**src/rtl/sce_pkg.sv**
```systemverilog
package sce_pkg;
    localparam int unsigned SCE_STEPS_DEF = 20;
    localparam int unsigned SCE_MIN_DEF   = 2;
    localparam int unsigned SCE_DWELL_DEF = 64;
    localparam int unsigned SCE_LFSR_W    = 16;
    localparam logic [15:0] SCE_SEED_DEF  = 16'hACE1;
    localparam logic [15:0] SCE_TAPS_DEF  = 16'hB400;

    typedef enum logic {
        STEP_DOWN = 1'b0,
        STEP_UP   = 1'b1
    } step_dir_e;
endpackage

```
**src/rtl/sce_lfsr.sv**
```systemverilog
module sce_lfsr #(
    parameter int unsigned W     = sce_pkg::SCE_LFSR_W,
    parameter logic [W-1:0] SEED = W'(sce_pkg::SCE_SEED_DEF),
    parameter logic [W-1:0] TAPS = W'(sce_pkg::SCE_TAPS_DEF)
) (
    input  logic         clk,
    input  logic         rst_n,
    input  logic         entropy_i,
    output logic [W-1:0] state_o
);
    typedef struct packed {
        logic [W-1:0] sr;
    } lfsr_st_t;

    lfsr_st_t s_d, s_q;
    logic     fb;

    always_comb begin
        s_d = s_q;
        fb  = (^(s_q.sr & TAPS)) ^ entropy_i;
        if (s_q.sr == '0) begin
            s_d.sr = SEED;
        end else begin
            s_d.sr = {s_q.sr[W-2:0], fb};
        end
    end

    always_ff @(posedge clk) begin
        if (!rst_n) begin
            s_q.sr <= SEED;
        end else begin
            s_q <= s_d;
        end
    end

    assign state_o = s_q.sr;
endmodule

```
**src/rtl/sce_stepper.sv**
```systemverilog
module sce_stepper #(
    parameter int unsigned CODE_W    = 5,
    parameter int unsigned MIN_CODE  = 2,
    parameter int unsigned MAX_CODE  = 20,
    parameter int unsigned DWELL_CYC = 64
) (
    input  logic              clk,
    input  logic              rst_n,
    input  logic              step_mode_i,
    input  logic [CODE_W-1:0] code_i,
    input  logic              coin_i,
    output logic [CODE_W-1:0] target_o
);
    import sce_pkg::*;

    localparam int unsigned CNT_W = (DWELL_CYC > 2) ? $clog2(DWELL_CYC) : 1;
    localparam logic [CNT_W-1:0]  CNT_LAST = CNT_W'(DWELL_CYC - 1);
    localparam logic [CODE_W-1:0] LO       = CODE_W'(MIN_CODE);
    localparam logic [CODE_W-1:0] HI       = CODE_W'(MAX_CODE);

    typedef struct packed {
        logic [CNT_W-1:0]  cnt;
        logic [CODE_W-1:0] tgt;
    } step_st_t;

    step_st_t  s_d, s_q;
    step_dir_e dir;

    always_comb begin
        s_d = s_q;
        dir = coin_i ? STEP_UP : STEP_DOWN;
        if (step_mode_i) begin
            if (s_q.cnt == CNT_LAST) begin
                s_d.cnt = '0;
                if (dir == STEP_UP) begin
                    s_d.tgt = (s_q.tgt >= HI) ? HI : s_q.tgt + 1'b1;
                end else begin
                    s_d.tgt = (s_q.tgt <= LO) ? LO : s_q.tgt - 1'b1;
                end
            end else begin
                s_d.cnt = s_q.cnt + 1'b1;
            end
        end else begin
            s_d.cnt = '0;
            s_d.tgt = code_i;
        end
    end

    always_ff @(posedge clk) begin
        if (!rst_n) begin
            s_q.cnt <= '0;
            s_q.tgt <= HI;
        end else begin
            s_q <= s_d;
        end
    end

    assign target_o = s_q.tgt;
endmodule

```
**src/rtl/sce_accum.sv**
```systemverilog
module sce_accum #(
    parameter int unsigned CODE_W = 5,
    parameter int unsigned STEPS  = 20
) (
    input  logic              clk,
    input  logic              rst_n,
    input  logic              gate_req_i,
    input  logic [CODE_W-1:0] target_i,
    output logic              en_o,
    output logic [CODE_W-1:0] rate_o
);
    localparam int unsigned ACC_W = (STEPS > 2) ? $clog2(STEPS) : 1;
    localparam int unsigned SUM_W = CODE_W + 1;
    localparam logic [SUM_W-1:0]  MOD_S = SUM_W'(STEPS);
    localparam logic [CODE_W-1:0] FULL  = CODE_W'(STEPS);

    typedef struct packed {
        logic              gate;
        logic [ACC_W-1:0]  acc;
        logic [CODE_W-1:0] cur;
        logic              pulse;
    } acc_st_t;

    acc_st_t          s_d, s_q;
    logic [SUM_W-1:0] sum;

    always_comb begin
        s_d       = s_q;
        s_d.gate  = gate_req_i;
        s_d.pulse = 1'b0;
        sum       = SUM_W'(s_q.acc) + SUM_W'(s_q.cur);
        if (!s_q.gate) begin
            if (sum >= MOD_S) begin
                s_d.acc   = ACC_W'(sum - MOD_S);
                s_d.pulse = 1'b1;
                s_d.cur   = target_i;
            end else begin
                s_d.acc = ACC_W'(sum);
            end
        end
    end

    always_ff @(posedge clk) begin
        if (!rst_n) begin
            s_q.gate  <= 1'b0;
            s_q.acc   <= '0;
            s_q.cur   <= FULL;
            s_q.pulse <= 1'b0;
        end else begin
            s_q <= s_d;
        end
    end

    assign en_o   = s_q.pulse;
    assign rate_o = s_q.cur;
endmodule

```
**src/rtl/step_clk_en_gen.sv**
```systemverilog
module step_clk_en_gen #(
    parameter int unsigned STEPS     = sce_pkg::SCE_STEPS_DEF,
    parameter int unsigned MIN_CODE  = sce_pkg::SCE_MIN_DEF,
    parameter int unsigned DWELL_CYC = sce_pkg::SCE_DWELL_DEF,
    parameter int unsigned CODE_W    = $clog2(STEPS + 1)
) (
    input  logic              clk,
    input  logic              rst_n,
    input  logic [CODE_W-1:0] rate_code_i,
    input  logic              gate_req_i,
    input  logic              step_mode_i,
    input  logic              entropy_i,
    output logic              clk_en_o,
    output logic [CODE_W-1:0] rate_code_o
);
    import sce_pkg::*;

    localparam logic [CODE_W-1:0] LO = CODE_W'(MIN_CODE);
    localparam logic [CODE_W-1:0] HI = CODE_W'(STEPS);

    logic [CODE_W-1:0]     code_clamped;
    logic [CODE_W-1:0]     target;
    logic [SCE_LFSR_W-1:0] lfsr_state;

    always_comb begin
        if (rate_code_i < LO) begin
            code_clamped = LO;
        end else if (rate_code_i > HI) begin
            code_clamped = HI;
        end else begin
            code_clamped = rate_code_i;
        end
    end

    sce_lfsr #(
        .W    (SCE_LFSR_W),
        .SEED (SCE_SEED_DEF),
        .TAPS (SCE_TAPS_DEF)
    ) u_lfsr (
        .clk       (clk),
        .rst_n     (rst_n),
        .entropy_i (entropy_i),
        .state_o   (lfsr_state)
    );

    sce_stepper #(
        .CODE_W    (CODE_W),
        .MIN_CODE  (MIN_CODE),
        .MAX_CODE  (STEPS),
        .DWELL_CYC (DWELL_CYC)
    ) u_stepper (
        .clk         (clk),
        .rst_n       (rst_n),
        .step_mode_i (step_mode_i),
        .code_i      (code_clamped),
        .coin_i      (lfsr_state[0]),
        .target_o    (target)
    );

    sce_accum #(
        .CODE_W (CODE_W),
        .STEPS  (STEPS)
    ) u_accum (
        .clk        (clk),
        .rst_n      (rst_n),
        .gate_req_i (gate_req_i),
        .target_i   (target),
        .en_o       (clk_en_o),
        .rate_o     (rate_code_o)
    );
endmodule

```
**config.mk**
```make
export PLATFORM = sky130hd
export DESIGN_NAME = step_clk_en_gen
export DESIGN_NICKNAME = d
export VERILOG_FILES = /design/src/rtl/sce_pkg.sv /design/src/rtl/sce_lfsr.sv /design/src/rtl/sce_stepper.sv /design/src/rtl/sce_accum.sv /design/src/rtl/step_clk_en_gen.sv
export SDC_FILE = /design/constraint.sdc
export NUM_CORES = 1
export LEC_CHECK = 0
export BUFFER_PORTS_ARGS = -buffer_cell sky130_fd_sc_hd__buf_2
export CAP_MARGIN = 40
export CELL_PAD_IN_SITES_DETAIL_PLACEMENT = 1
export CELL_PAD_IN_SITES_GLOBAL_PLACEMENT = 2
export CORE_ASPECT_RATIO = 1.2
export CORE_UTILIZATION = 38
export CTS_BUF_LIST = sky130_fd_sc_hd__clkbuf_4 sky130_fd_sc_hd__clkbuf_8
export DETAILED_ROUTE_END_ITERATION = 16
export MAX_ROUTING_LAYER = met4
export PLACE_DENSITY_LB_ADDON = 0.1
export SLEW_MARGIN = 5
export SYNTH_ARGS = -nofsm -noshare
export SYNTH_HDL_FRONTEND = slang
export SYNTH_SLANG_ARGS = --single-unit
```
**constraint.sdc**
```tcl
create_clock -name clk -period 2.5 [get_ports clk]
set_input_delay 0.25 -clock clk [delete_from_list [all_inputs] [get_ports clk]]
set_output_delay 0.25 -clock clk [all_outputs]
set_load 0.01 [all_outputs]
```
-- Word level (Yosys, flattened, before mapping)
Index checks and enable logic that the tools add are counted.
- memories kept: 0
- ROM bits: 0
- bits in latches: 0
- memory bits (writable): 0
- bits in registers: 39
- bits of input ports: 10
- word-level logic and storage cells: 39
- equality and inequality tests: 2
- reductions and logical operators: 6
- add/sub/neg operators: 5
- multiply operators: 0
- mux-type cells: 10
- divide/modulo/power cells: 0
- order comparisons: 5
- shift operators: 0
- bitwise logic cells: 4
- operators with widths (kind ; number):
    $mux 5 ; 8
    $logic_not 16->1 ; 1
    $reduce_xor 16->1 ; 1
    $add 5x5->6 ; 1
    $add 6x1->6 const B ; 1
    $eq 6x6->1 const B ; 1
    $ge 6x5->1 const B ; 1
    $add 5x1->5 const B ; 1
    $ge 5x5->1 const B ; 1
    $gt 5x5->1 const B ; 1
    $le 5x2->1 const B ; 1
    $lt 5x2->1 const B ; 1
    $sub 5x1->5 const B ; 1
    $sub 5x5->5 const B ; 1
    $reduce_or 2->1 ; 2
    $not 1->1 ; 3
    $reduce_or 3->1 ; 1
    $mux 1 ; 2
    $ne 2x1->1 const B ; 1
    $reduce_and 2->1 ; 1
    $xor 1x1->1 ; 1

-- Logic depth before layout (Yosys ltp)
Gate-level depths: netlist of the first run.
- depth in word-level cells: 5
- gate-level depth with buffers: 11
- mapped depth without buffers: 10

-- Modules after synthesis
From an unflattened synthesis of the first run, not the netlist that was laid out.
- cell total of the unflattened synthesis: 231
- area, all modules: 2110.8 um^2
- modules (own cells, without submodules) (module ; sequential area each (um^2) ; area an instance (um^2) ; cells an instance ; instances):
    sce_stepper ; 220.2 ; 784.5 ; 95 ; 1
    sce_accum ; 240.2 ; 742.0 ; 84 ; 1
    sce_lfsr ; 320.3 ; 521.8 ; 44 ; 1
    step_clk_en_gen ; 0.0 ; 62.6 ; 8 ; 1

-- Worst setup path after synthesis of the first run
Ideal clock, no wire load.
- path type: register to register
- start: reg u_accum.s_q, in the netlist u_accum.rate_o[1]
- end: reg u_accum.s_q, in the netlist u_accum.rate_o[2]
- arrival: 2.045 ns
- required time: 2.353 ns
- slack: 0.307 ns
- period minus slack after synthesis: 2.193 ns
- stages on the path, launching flop included: 12
- cell sequence: dfxtp_1 -> ha_1 -> a21o_1 -> a21oi_1 -> xor2_1 -> ha_1 -> nand2_1 -> o21ai_0 -> a21oi_2 -> buf_6 -> o21ai_0 -> o311ai_0
- word-level cells in the longest chain between the ends: 3
- RTL lines (what ; RTL line ; text):
    start, declared ; sce_accum.sv:24 ; acc_st_t s_d, s_q;
    $add 5x5->6 ; sce_accum.sv:31 ; sum = SUM_W'(s_q.acc) + SUM_W'(s_q.cur);
    $ge 6x5->1 ; sce_accum.sv:33 ; if (sum >= MOD_S) begin
    $reduce_and 2->1 (no line) ; n/a ;
No other way between the ends.
A chain may end at the register's enable or synchronous reset.

-- Worst setup path after layout of the first run
- start: reg u_accum.s_q, in the netlist u_accum.rate_o[1]
- end: reg u_accum.s_q, in the netlist u_accum.rate_o[0]
The elaborated chain is that of the path after synthesis.

==> flow_summary.ini, run 1 <==
[critical_path]
critPathKind = reg2reg
reg2regPathDepth = 11
arrival_ns = 2.57
crit_path_max_fanout = 13
end_kind = flop
cp-start-kind = flop
required_ns = 2.72

[global_route]
grt_max_degree = 18
antenna_found_initial = 0
overflow = 0
grt_pass1_vias = 1548
grt_pass1_wl_mm = 7.18
grtUsageTotal_pct = 18.0

[clock_tree]
clock-sinks = 39
root_buffer = clkbuf_8
clock_latency_ns = 0.29
path_clk_slew_ns = 0.08
numCtsBuffers = 5
cts_tree = built
cts_hold_buf = 0
htreeDepth = 2
clock_path_buffers = 2

[synthesis]
yosys.area.top_type = dfxtp_1
ys_seq_elements = 39
synth-seq-area-share_pct = 39.3
synth_nets = 240
synth_edf_count = 0
synth_top_area_share_pct = 39.3
ys_async_sr_fraction_pct = 0
synth.distinct_cells = 47
avgSynthCellArea_um2 = 9.14
synth_warnings = 0
mappedNetlistArea_um2 = 1980
netlist_instances = 217
yosys-top-cells-area = dfxtp_1 (39%), ha_1 (7.6%), inv_1 (3.4%)
synthFlopType = dfxtp_1

[place]
port_buffers = 15
gp_congestion = 0.772
placed_area_um2 = 2070
dp_hpwl_mm = 3.32

[status]
outcome = complete, no violations

[die]
start_util_pct = 39.9
core_um2 = 4970
die_x_um = 68.0
core.rowCount = 28
die_area_um2 = 5520
ios = 16
die_y_um = 81.2

[finish]
drive_gt1_share_pct = 17.3
final-seq-area_um2 = 781
nets = 253
diodes = 0
finalInstanceArea_um2 = 2180
multi_input_area_um2 = 1050
area_delta_synth_final_pct = 9.84
fillers = 600

[detailed_routing]
routed_via_density = 5.29
wl_mm = 4.34
vias = 1538
remaining_drc_errors = 0
ant_nets = 0
first_pass_iters = 4
wl_per_cell_um = 14.9
drtIter0Drc = 37

[timing]
hold_violations = 0
max_slew_margin_pct = 62.8
setup_viol = 0
clock_skew_ns = 0.00381
fin_crit_sh_pct = 94.0
clock.fmax_mhz = 425
period_needed_ns = 2.35
maxSlewViolCount = 0
setup_tns_ns = 0
holdWs_ns = 0.178
worst_pin_slew_ns = 0.558

[power_and_ir_drop]
p_per_area_nw_per_um2 = 863
ir_drop_uv = 317
p_leak_nw = 0.907

[worst_hold_path]
whs_path_depth = 2
hp-class = in2reg

[job]
cap_viol_max_count = 0
[through the flow]
stage | util (%) | power [mW] | setup slack (ns) | cells
6_report | 43.8 | 1.88 | 0.149 | 291
5_1_grt | 43.8 | 2.02 | -0.00373 | 291
4_1_cts | 43.4 | 1.89 | 0.0421 | 290
3_5_place_dp | 41.6 | 1.45 | 0.0172 | 282
3_3_place_gp | 41.6 | 1.42 | 0.104 | 282
2_1_floorplan | - | 1.30 | 0.307 | 217
[logic make-up (layout without fill, tap and decap cells)]
| family | count (synthesis) | in the layout | share of synthesized area (%) |
|---|---|---|---|
| AO/OA/AOI/OAI | 51 | 51 | 19.2 |
| XOR/XNOR | 10 | 10 | 4.79 |
| adder cells (fa/ha/maj) | 13 | 13 | 8.57 |
| buffers and inverters | 32 | 46 | 8.26 |
| flip-flops | 39 | 39 | 39.3 |
| multiplexers | 3 | 3 | 1.51 |
| AND/OR/NAND/NOR | 69 | 69 | 18.3 |
[state kept, by name, indices dropped and copies added, names as in the netlist]
name	flops
u_accum.rate_o	5
u_stepper.s_q	6
u_accum.en_o	1
u_accum.s_q	6
u_lfsr.state_o	16
u_stepper.target_o	5
[synth_stat cells (2+ instances only)]
| cell type | instances |
|---|---|
| buf_2 | 2 |
| o31a_1 | 2 |
| nor4_1 | 2 |
| dfxtp_1 | 39 |
| mux2i_1 | 3 |
| xnor2_1 | 5 |
| a21oi_1 | 12 |
| o211ai_1 | 3 |
| a21o_1 | 2 |
| nand2_1 | 10 |
| buf_4 | 7 |
| clkbuf_1 | 3 |
| o2111ai_1 | 2 |
| nand3_1 | 9 |
| a211oi_1 | 4 |
| or3_1 | 2 |
| buf_6 | 2 |
| o311ai_0 | 4 |
| and2_1 | 8 |
| and3_1 | 2 |
| nor2_1 | 18 |
| o21ai_0 | 10 |
| inv_1 | 18 |
| nand4_1 | 2 |
| nand2b_1 | 6 |
| ha_1 | 12 |
| xor2_1 | 4 |
| nor3_1 | 4 |
| a41oi_1 | 2 |
[layout make-up]
type	instances	share of cell area, %
sequential	39	35.8
clock buffer	6	3.50
clock inverter	2	0.574
tap	60	3.44
multi-input combinational	146	48.4
inverter	18	3.10
timing repair buffer	20	5.17
[layer usage]
layer / GRT usage (%) / part of all wire [%] / vias to the layer above
met1: 19.3 / 43 / 733
met4: 6.25 / 1.4 / 0
met5: - / 0 / -
met2: 31.7 / 53 / 18
met3: 4.07 / 2.7 / 9
li1: - / - / 778
[timing repair]
action	4_1_cts	5_1_grt
pin swaps	1	2
setup endpoints to repair	1	5
resized for setup	1	3
buffers inserted	0	1
[worst paths after layout]
check	slack, ns	startpoint	endpoint
min	0.18	gate_req_i	u_accum.s_q[11]$_SDFF_PN0_
max	0.15	u_accum.rate_o[1]$_SDFFE_PN0P_	u_accum.rate_o[0]$_SDFFE_PN0P_
max reg2reg	0.15	u_accum.rate_o[1]$_SDFFE_PN0P_	u_accum.rate_o[0]$_SDFFE_PN0P_
min reg2reg	0.43	u_lfsr.state_o[12]$_SDFF_PP0_	u_lfsr.state_o[13]$_SDFF_PP1_
[critical path, stage by stage, from the launching register on]
cell,delay [ns]
dfxtp_1,0.34
ha_1,0.30
a21o_1,0.19
a21oi_2,0.16
xor2_1,0.22
ha_1,0.17
nand2_1,0.06
o21ai_2,0.12
a21oi_2,0.08
buf_4,0.18
or3_1,0.32
a21oi_1,0.13
[power by group]
part           internal [mW]  leakage, nW  switching (mW)
Combinational          0.308        0.540           0.387
Clock                  0.206       0.0446           0.217
Sequential             0.700        0.322          0.0642
Total                   1.21        0.907           0.668
[cells in the final DEF, fill, tap and decap left out, drive strengths merged, types with 4 or more instances in the layout]
cell	Yosys	layout
inv	18	18
a21oi	14	14
nand3	9	9
nand2	10	10
xor2	5	5
xnor2	5	5
buf	11	20
dfxtp	39	39
nor2	19	19
nand2b	7	7
and2	8	8
clkbuf	3	6
o311ai	4	4
a211oi	4	4
o21ai	11	11
ha	12	12
nor3	4	4
Power figures use the tool's default switching activity.
==> run 2, diff against run 1 <==
Settings changed: CELL_PAD_IN_SITES_DETAIL_PLACEMENT 1 to default, CELL_PAD_IN_SITES_GLOBAL_PLACEMENT 2 to default, CORE_UTILIZATION 38 to 61.
==> run 2 against run 1 <==
Against the previous run:
- clock skew increased by 0.0093 ns
- die area shrank 37%
- total power down 0.11%
- sequential share of layout area is 0.73 points higher
- via count rose by 0.26%
- design area fell by 2.0%
- register-to-register slack lost 0.02 ns
==> flow_summary.ini, run 2 (synthesis gave the netlist of run 1 again) <==
[clock_tree]
clock_path_buffers = 2
path_clk_slew_ns = 0.12
clock-sinks = 39
htreeDepth = 2
cts_hold_buf = 0
numCtsBuffers = 5
clock_latency_ns = 0.35
root_buffer = clkbuf_4
cts_tree = built

[finish]
area_delta_synth_final_pct = 7.63
diodes = 0
final_cell_mix = dfxtp_1 (39), inv_1 (18), nor2_1 (18)
largest_reg_flops = 16
layout.cells.most_common = dfxtp_1
final_cells = 265
nets = 251
drive_gt1_share_pct = 17.0

[timing]
worst_pin_slew_ns = 0.550
fin_crit_sh_pct = 95.0
grt_setup_unrepaired = no
hold_violations = 0
clock.fmax_mhz = 421
clock_skew_ns = 0.0131
period_needed_ns = 2.37
setup_viol = 0
max_slew_margin_pct = 63.3
maxSlewViolCount = 0

[die]
core_um2 = 3080
ios = 16
die_x_um = 54.1
core.rowCount = 22
die_y_um = 64.5
die_area_um2 = 3490
start_util_pct = 64.4

[critical_path]
reg2reg_slack_ns = 0.13
end_kind = flop
critPathKind = reg2reg
reg2regPathDepth = 10
arrival_ns = 2.64
cp-start-kind = flop
r2r_end = u_accum.rate_o[0]$_SDFFE_PN0P_
crit_path_max_fanout = 7
timing.rr.start = u_accum.rate_o[1]$_SDFFE_PN0P_
required_ns = 2.77

[worst_hold_path]
hp-class = in2reg
hp-start = gate_req_i
whs_path_depth = 2
hold_end = u_accum.s_q[11]$_SDFF_PN0_

[global_route]
antenna_found_initial = 0
grtUsageTotal_pct = 25.3
grt_pass1_vias = 1434
overflow = 0
grt_max_degree = 18
grt_pass1_wl_mm = 6.17

[power_and_ir_drop]
p_leak_nw = 0.896
fin_total_pwr_mw = 1.88
ir_drop_uv = 754
p_per_area_nw_per_um2 = 880

[detailed_routing]
routed_via_density = 5.82
wl_mm = 3.79
vias = 1542
ant_nets = 0
remaining_drc_errors = 0
wl_per_cell_um = 14.3
first_pass_iters = 4
drtIter0Drc = 46

[job]
cap_viol_max_count = 0

[status]
outcome = complete, no violations

[place]
gp_congestion = 0.901
dp_hpwl_mm = 2.65
dp.cells = 255
port_buffers = 15
run 2: cell type report:
type	count	area, µm²
Clock inverter	3	43.8
Fill cell	246	947
Multi-Input combinational cell	147	1070
Sequential cell	39	781
Timing Repair Buffer	17	90.1
Tap cell	36	45.0
Inverter	18	67.6
Clock buffer	5	37.5
run 2: worst max path at each step:
| stage | from | end | cells past startpoint |
|---|---|---|---|
| 2_1_floorplan | u_accum.rate_o[1]$_SDFFE_PN0P_ | u_accum.rate_o[2]$_SDFFE_PN1P_ | 11 |
| 3_3_place_gp | u_accum.rate_o[1]$_SDFFE_PN0P_ | u_accum.s_q[9]$_SDFFE_PN0N_ | 9 |
| 3_5_place_dp | u_accum.rate_o[1]$_SDFFE_PN0P_ | u_accum.rate_o[0]$_SDFFE_PN0P_ | 9 |
| 4_1_cts | u_accum.rate_o[1]$_SDFFE_PN0P_ | u_accum.rate_o[0]$_SDFFE_PN0P_ | 10 |
| 5_1_grt | u_accum.rate_o[1]$_SDFFE_PN0P_ | u_accum.rate_o[0]$_SDFFE_PN0P_ | 10 |
| 6_report | u_accum.rate_o[1]$_SDFFE_PN0P_ | u_accum.rate_o[0]$_SDFFE_PN0P_ | 10 |
run 2: critical path: stages, from the launching register on:
cell and delay [ns]:
dfxtp_1 0.36, ha_1 0.30, a21o_1 0.19, a21oi_2 0.20, xor2_2 0.23, ha_1 0.18, nand2_1 0.07, o21ai_2 0.19
a21oi_2 0.12, or3_1 0.32, a21oi_1 0.15
run 2: layer usage:
| layer | global-route usage, % | part of all wire [%] | up-vias |
|---|---|---|---|
| li1 | - | - | 779 |
| met2 | 38.0 | 47 | 28 |
| met5 | - | 0 | - |
| met1 | 30.5 | 49 | 728 |
| met4 | 14.1 | 1.8 | 0 |
| met3 | 5.87 | 2.2 | 7 |
run 2: stage by stage:
step / setup WS [ns] / setup TNS [ns] / util (%) / hold WS, ns / instance area, µm²
3_5_place_dp: -0.0594 / -0.117 / 65.4 / 0.423 / 2020
4_1_cts: 0.0541 / 0 / 68.7 / 0.0857 / 2120
5_1_grt: 0.00236 / 0 / 69.3 / 0.0828 / 2140
6_report: 0.125 / 0 / 69.3 / 0.0987 / 2140
3_3_place_gp: 0.112 / 0 / 65.4 / 0.407 / 2020
2_1_floorplan: 0.307 / 0 / - / 0.377 / 1980
run 2: power by group:
part           switching (mW)  leakage [nW]  internal (mW)
Clock                   0.216        0.0452          0.210
Combinational           0.397         0.529          0.291
Sequential             0.0651         0.322          0.700
Total                   0.678         0.896           1.20
run 2: timing repair:
| item | in CTS | in global routing |
|---|---|---|
| endpoints found under the setup margin | 5 | 4 |
| pin swaps | 2 | 1 |
| gates resized for setup | 3 | 3 |
| buffers inserted | 1 | 0 |
| cloned | 1 | 0 |
==> run 3, diff against run 2 <==
Settings changed: ABC_AREA from default to 1, CORE_ASPECT_RATIO 1.2 to 1.4, CORE_UTILIZATION 61 to 62.
==> run 3 against run 2 <==
Against the previous run:
- non-clock buffer count shrank 2
- routed wire length shrank 1.9%
- critical path depth increased by 2
- design area up 2.1%
- cell count is 24% higher
- die area up 0.97%
- global-route usage increased by 0.78 points
- critical path type unchanged
- highest routed layer unchanged
==> flow_summary.ini, run 3 <==
[detailed_routing]
wl_mm = 3.72
drtIter0Drc = 38
vias = 1684
wl_per_cell_um = 11.3
first_pass_iters = 4
routed_via_density = 5.13
remaining_drc_errors = 0
ant_nets = 0

[clock_tree]
cts_hold_buf = 0
ctsResizeCount = 0
htreeDepth = 2
cts_tree = built
path_clk_slew_ns = 0.07
root_buffer = clkbuf_8
cts_setup_buffers = 0
clock_path_buffers = 2
clock_latency_ns = 0.29
numCtsBuffers = 5
clock-sinks = 39

[die]
ios = 16
core.rowCount = 24
die_area_um2 = 3520
die_y_um = 69.8
start_util_pct = 65.2
die_x_um = 50.4
core_um2 = 3120

[timing]
setup_tns_ns = 0
period_needed_ns = 2.25
clock.fmax_mhz = 445
maxSlewViolCount = 0
setup_viol = 0
worst_pin_slew_ns = 0.455
clock_skew_ns = 0.00335
max_slew_margin_pct = 69.6
holdWs_ns = 0.153
grt_setup_unrepaired = no
fin_crit_sh_pct = 89.9
hold_violations = 0

[synthesis]
synth-seq-area-share_pct = 38.4
synth_warnings = 0
mappedNetlistArea_um2 = 2040
synth.distinct_cells = 30
yosys.area.top_type = dfxtp_1
ys_seq_elements = 39
synth_edf_count = 0
avgSynthCellArea_um2 = 7.38
netlist_instances = 276
synth_top_area_share_pct = 38.4
synth_nets = 299
synthFlopType = dfxtp_1
ys_async_sr_fraction_pct = 0
synth_common_cells = inv_1 (43), nand2_1 (43), dfxtp_1 (39)
yosys-top-cells-area = dfxtp_1 (38%), inv_1 (7.9%), nand2_1 (7.9%)

[critical_path]
max_stage_delay_ns = 0.39
path_delay_family = adder cells
crit_path_top_delay_cell = fa_1
crit_chain = ha_1 > inv_1 > fa_1 > xnor2_1 > inv_1 > ha_1 > nand2_1 > nand3_2 > nand2_4 > nand2_2 > nand2_1 > nand3_1
required_ns = 2.67
critPathKind = reg2reg
cp-start-kind = flop
arrival_ns = 2.41
crit_buf_inv = 2
crit_path_max_fanout = 10
end_kind = flop

[place]
port_buffers = 15
gp_congestion = 0.846
dp_hpwl_mm = 2.91

[global_route]
grtUsageTotal_pct = 26.0
grt_max_degree = 23
antenna_found_initial = 0
overflow = 0
grt_pass1_wl_mm = 6.78
grt_pass1_vias = 1733

[finish]
fillers = 298
nets = 311
final-seq-area_um2 = 781
drive_gt1_share_pct = 12.1
area_delta_synth_final_pct = 7.07
diodes = 0
largest_reg_flops = 16
final_cell_mix = inv_1 (43), nand2_1 (43), dfxtp_1 (39)
multi_input_area_um2 = 1020

[power_and_ir_drop]
p_leak_nw = 1.10
p_per_area_nw_per_um2 = 949
ir_drop_uv = 566

[job]
cap_viol_max_count = 0

[worst_hold_path]
hp-class = in2reg

[status]
outcome = complete, no violations
run 3: cell families (layout without fill, tap and decap cells):
logic type / after synthesis / in the layout / synth area share, %
and+or+nand+nor: 127 / 127 / 28.5
buffers and inverters: 55 / 68 / 11.7
DFF: 39 / 39 / 38.4
AOI/OAI and AO/OA: 30 / 30 / 7.93
adders and majority gates: 13 / 13 / 8.36
xor gates and xnor gates: 12 / 12 / 5.16
run 3: path summary, 6_finish.rpt:
check	startpoint	end	slack, ns	cells past startpoint
worst min-delay path	gate_req_i	u_accum.s_q[11]$_SDFF_PN0_	0.15	3
worst max register to register	u_accum.rate_o[0]$_SDFFE_PN0P_	u_accum.rate_o[4]$_SDFFE_PN1P_	0.25	12
worst max-delay path	u_accum.rate_o[0]$_SDFFE_PN0P_	u_accum.rate_o[4]$_SDFFE_PN1P_	0.25	12
worst min register to register	u_lfsr.state_o[8]$_SDFF_PP0_	u_lfsr.state_o[9]$_SDFF_PP0_	0.43	2
run 3: through the flow:
stage / instances / util (%) / setup WS (ns) / instance area, µm² / power, mW
2_1_floorplan: 276 / - / 0.436 / 2040 / 1.51
3_3_place_gp: 320 / 66.9 / 0.317 / 2090 / 1.66
3_5_place_dp: 320 / 66.9 / 0.254 / 2090 / 1.67
4_1_cts: 328 / 69.8 / 0.242 / 2180 / 2.09
5_1_grt: 328 / 69.8 / 0.0266 / 2180 / 2.25
6_report: 328 / 69.8 / 0.252 / 2180 / 2.07
run 3: worst reg2reg max path, cell delays in order, from the launching register on:
cell     delay [ns]
dfxtp_1        0.35
ha_1           0.17
inv_1          0.07
fa_1           0.39
xnor2_1        0.29
inv_1          0.08
ha_1           0.21
nand2_1        0.09
nand3_2        0.13
nand2_4        0.14
nand2_2        0.07
nand2_1        0.07
nand3_1        0.05
run 3: cell type report:
cell class / count / share of cell area (%)
Timing Repair Buffer: 15 / 3.44
Multi-Input combinational cell: 182 / 46.7
Tap cell: 39 / 2.24
Inverter: 45 / 7.75
Sequential cell: 39 / 35.8
Clock inverter: 2 / 0.574
Clock buffer: 6 / 3.50
run 3: where the power goes:
part | switching, mW | internal, mW
combinational | 0.555 | 0.332
sequential | 0.0551 | 0.710
clock | 0.210 | 0.205
run 3: layer usage:
metal  GRT usage [%]  vias up  wire, µm
met3            6.58       14        76
li1                -      891         -
met5               -        -         0
met4            15.1        0       145
met2            45.2       18      1990
met1            25.3      761      1500
